File: src/rtl/sram_cycle_ctrl.sv
module sram_cycle_ctrl #(
  parameter int AW     = 14,
  parameter int DW     = 4,
  parameter int CLK_NS = 10,
  parameter int T_AA   = 10,
  parameter int T_OE   = 6,
  parameter int T_OHZ  = 6,
  parameter int T_WP   = 8,
  parameter int T_WC   = 10,
  parameter int T_DW   = 7
) (
  input  logic          clk,
  input  logic          rst_n,
  input  logic          req,
  output logic          ready,
  input  logic          wr,
  input  logic [AW-1:0] addr,
  input  logic [DW-1:0] wdata,
  output logic [DW-1:0] rd_data,
  output logic          rd_valid,
  output logic [AW-1:0] mem_addr,
  output logic          mem_cs_n,
  output logic          mem_wr_n,
  output logic          mem_rd_n,
  output logic [DW-1:0] mem_wdata,
  output logic          mem_drive,
  input  logic [DW-1:0] mem_rdata
);

  function automatic int cyc(input int ns);
    int c;
    c = (ns + CLK_NS - 1) / CLK_NS;
    return (c < 1) ? 1 : c;
  endfunction

  function automatic int max2(input int a, input int b);
    return (a > b) ? a : b;
  endfunction

  localparam int RD_CYC = max2(cyc(T_AA), cyc(T_OE));
  localparam int HZ_CYC = cyc(T_OHZ);
  localparam int WP_CYC = max2(max2(cyc(T_WP), cyc(T_DW)), cyc(T_WC) - 1);
  localparam int MAX_CYC = max2(max2(RD_CYC, HZ_CYC), WP_CYC);
  localparam int CW = $clog2(MAX_CYC + 1);

  typedef enum logic [2:0] {S_IDLE, S_READ, S_FLOAT, S_WSET, S_WPULSE} state_t;

  state_t        state;
  logic [CW-1:0] cnt;

  assign ready = (state == S_IDLE);

  always_ff @(posedge clk or negedge rst_n) begin
    if (!rst_n) begin
      state     <= S_IDLE;
      cnt       <= '0;
      rd_data   <= '0;
      rd_valid  <= 1'b0;
      mem_addr  <= '0;
      mem_cs_n  <= 1'b1;
      mem_wr_n  <= 1'b1;
      mem_rd_n  <= 1'b1;
      mem_wdata <= '0;
      mem_drive <= 1'b0;
    end else begin
      rd_valid <= 1'b0;
      unique case (state)
        S_IDLE: if (req) begin
          mem_addr <= addr;
          mem_cs_n <= 1'b0;
          cnt      <= '0;
          if (wr) begin
            mem_wdata <= wdata;
            mem_drive <= 1'b1;
            state     <= S_WSET;
          end else begin
            mem_rd_n <= 1'b0;
            state    <= S_READ;
          end
        end
        S_READ: if (cnt == CW'(RD_CYC - 1)) begin
          rd_data  <= mem_rdata;
          rd_valid <= 1'b1;
          mem_cs_n <= 1'b1;
          mem_rd_n <= 1'b1;
          cnt      <= '0;
          state    <= S_FLOAT;
        end else begin
          cnt <= cnt + 1'b1;
        end
        S_FLOAT: if (cnt == CW'(HZ_CYC - 1)) begin
          state <= S_IDLE;
        end else begin
          cnt <= cnt + 1'b1;
        end
        S_WSET: begin
          mem_wr_n <= 1'b0;
          cnt      <= '0;
          state    <= S_WPULSE;
        end
        S_WPULSE: if (cnt == CW'(WP_CYC - 1)) begin
          mem_wr_n  <= 1'b1;
          mem_cs_n  <= 1'b1;
          mem_drive <= 1'b0;
          state     <= S_IDLE;
        end else begin
          cnt <= cnt + 1'b1;
        end
        default: state <= S_IDLE;
      endcase
    end
  end

endmodule

File: config.mk
export PLATFORM = sky130hd
export DESIGN_NAME = sram_cycle_ctrl
export DESIGN_NICKNAME = d
export VERILOG_FILES = /design/src/rtl/sram_cycle_ctrl.sv
export SDC_FILE = /design/constraint.sdc
export NUM_CORES = 1
export LEC_CHECK = 0
export BUFFER_PORTS_ARGS = -buffer_cell sky130_fd_sc_hd__buf_2
export CAP_MARGIN = 30
export CORE_MARGIN = 5
export CORE_UTILIZATION = 45
export DETAILED_ROUTE_END_ITERATION = 10
export PLACE_DENSITY = 0.77
export SETUP_SLACK_MARGIN = 0.5
export SLEW_MARGIN = 20
export SYNTH_ARGS = -nofsm -noshare
export SYNTH_HDL_FRONTEND = slang
export SYNTH_SLANG_ARGS = --single-unit
export TNS_END_PERCENT = 10
File: constraint.sdc
create_clock -name clk -period 4.1 [get_ports clk]
set_clock_uncertainty 0.15 [all_clocks]
set_input_delay 0.82 -clock clk [delete_from_list [all_inputs] [get_ports clk]]
set_output_delay 0.82 -clock clk [all_outputs]
set_load 0.01 [all_outputs]
==> metrics.txt <==
period utilization a little over half; sequential fraction of the synthesis area between 60% and 70%; crit path launch type flop; first-pass GRT wire length roughly 4300 um; CP Class reg -> out; largest family of logic cells by synthesized area multiplexers; M2 GR Usage 22.15%; power density over cell area ~800 nW/um^2; pre-CTS setup slack 1932 ps; Synth Warn # 0; Site Rows 19; Syn Inst Count 75; Non-Filler Instances between 150 and 200; largest net degree at the start of global routing 31; post-layout util 58.17%; CP Data Arrival Time 1190 ps; max cap viols 0; CTS Buffer Depth 2; status finished clean; # resized after CTS 0; Seq cells post-synth 30; fin crit period ~2200 ps; TritonCTS clock tree done; GR Util met3 between 7 and 8%; H-tree depth 2; I/O Buffers between 50 and 60; CP Capture Type primary output; Netlist cell types 20; drt initial violations 28; vias in the first global route between 900 and 1,000; ratio of cells with drive above 1 in the final layout 66.92%; Multi-input gate area around 430 um^2; crit path max fanout 9; Final Hold Fails 0; WL per Instance 14.93 um; DRC Markers 0; Most Used Layer, Global Route met2; met1 usage between 10% and 20%; die height between 60 and 70 um; synthesized-area fraction occupied by and/or/nand/nor cells slightly above 6%; nets@finish approximately 160; Starting Density ~46%; Hold Buf Count CTS 0; DIE AREA a little under 4000 um^2; Area growth syn-to-layout 27.06%; setup TNS 0 ps; Vias/cell roughly 5.0; initial antenna violation count 0; Inst Count DP roughly 160; Fmax achieved between 400 and 500 MHz; io pins 54; drt first pass iters 4; Final HPWL DP ~1900 um; Mean Syn Cell Area 16.40 um^2; RD Place Congestion between 0.7 and 0.8; final worst slack just under 2000 ps; Syn Std Cell Area roughly 1200 um^2; Post-CTS Setup Repair Bufs 0; mux share of post-synthesis cell area between 20% and 30%; clk sinks 30; worst slew pin tran between 600 and 700 ps; Setup-failing EPs final 0; TritonCTS Buffers 5; post-synthesis adder-cell area fraction 0%; Main synth FF type dfrtp_1; compound-gate portion of the synthesized area under 10%; Syn Nets approximately 100; EDFF count, synth 0; Max Slew Vio Count 0; ANT nets after route 0; register area between 700 and 800 um^2; Die X slightly above 60 um; fraction of registers with async set/reset 100.0%; Root Driver clkbuf_4; FILL cells roughly 230; Max VDD drop between 400 and 500 uV; Vias just over 800; Slew HR 57.43%; Core Box Area 2686 um^2; Synth Area in XOR/XNOR 0%; clock latency at the later pin of the worst-skew pair around 320 ps; leakage power 0.0007913 uW; antenna diode count 0; worst min-delay path class in -> async; unrepaired setup endpoints after global routing false; Reg clk slew, reported paths 90 ps; total wire length ~2400 um; GRT overflow 0; Global Route Usage Sum around 14%; Required @ worst endpoint roughly 3100 ps
-- power by group --
part           switching (uW)  internal (uW)  leakage [uW]
Combinational             221            289      0.000404
Clock                    97.4           83.0     0.0000353
Sequential               99.3            449      0.000352
-- layout make-up --
type | instances | area share (%)
Clock buffer | 7 | 3.523
Clock inverter | 1 | 0.3203
Inverter | 1 | 0.2402
Multi-Input combinational cell | 40 | 27.70
Sequential cell | 30 | 48.28
Tap cell | 31 | 2.482
Timing Repair Buffer | 54 | 17.45
-- stage by stage --
step	hold WS (ps)	cell area (um^2)	total power (uW)
CTS	362.5	1563	1258
floorplan	354.8	1230	883.0
finish	355.7	1563	1238
global route	375.3	1563	1324
detailed placement	340.3	1503	1075
global placement	334.5	1503	1048
-- registers in the layout, indices dropped and copies added, names as in the netlist --
register and count:
rd_valid 1, state 3, mem_cs_n 1, mem_wr_n 1
mem_wdata 4, mem_rd_n 1, mem_drive 1, rd_data 4
mem_addr 14
-- worst max-delay path: stages, from the launching register on --
cell     delay, ps
dfrtp_1        500
nor3_1         210
buf_2          160
-- per-layer routing --
metal / up-vias / part of all wire [%]
met5: - / 0
met4: 0 / 1.3
met3: 7 / 11
met2: 39 / 49
met1: 389 / 39
li1: 381 / -
-- cells by family (layout without fill, tap and decap cells) --
group                  count (synthesis)  count (layout)
flip-flops                            30              30
multiplexers                          22              22
AO/OA/AOI/OAI                         10              10
AND/OR/NAND/NOR                        8               8
buffers and inverters                  5              63
-- layout by cell type, fill, tap and decap left out, drive strengths merged --
master	synthesis	layout
nor2	1	1
dfstp	3	3
nor3b	2	2
buf	4	54
a21oi	4	4
dfrtp	27	27
a31oi	1	1
nor3	2	2
nand2	1	1
clkinv	0	1
o32a	1	1
o21ai	2	2
inv	1	1
a21o	1	1
nand2b	1	1
mux2	22	22
nor4b	1	1
a21boi	1	1
clkbuf	0	7
-- cells in the mapped netlist, drive strengths merged (2+ instances only) --
cell type / instances / area [um^2]
dfrtp: 27 / 675.7
mux2: 22 / 296.5
a21oi: 4 / 20.02
buf: 4 / 38.78
dfstp: 3 / 78.83
nor3: 2 / 10.01
nor3b: 2 / 20.02
o21ai: 2 / 10.01
-- final timing paths --
check | slack, ps | startpoint | cells after the start | endpoint
setup / recovery | 1940 | state[0] | 2 | ready
hold / removal | 360 | rst_n | 1 | rd_data[0]
setup reg to reg | 2280 | state[0] | 4 | mem_wdata[1]
hold reg to reg | 360 | mem_addr[2] | 1 | mem_addr[2]
max in group asynchronous | 3030 | rst_n | 1 | state[1]
min in group clk | 360 | mem_addr[2] | 1 | mem_addr[2]
Note: power is estimated with default switching activity, not from simulation.
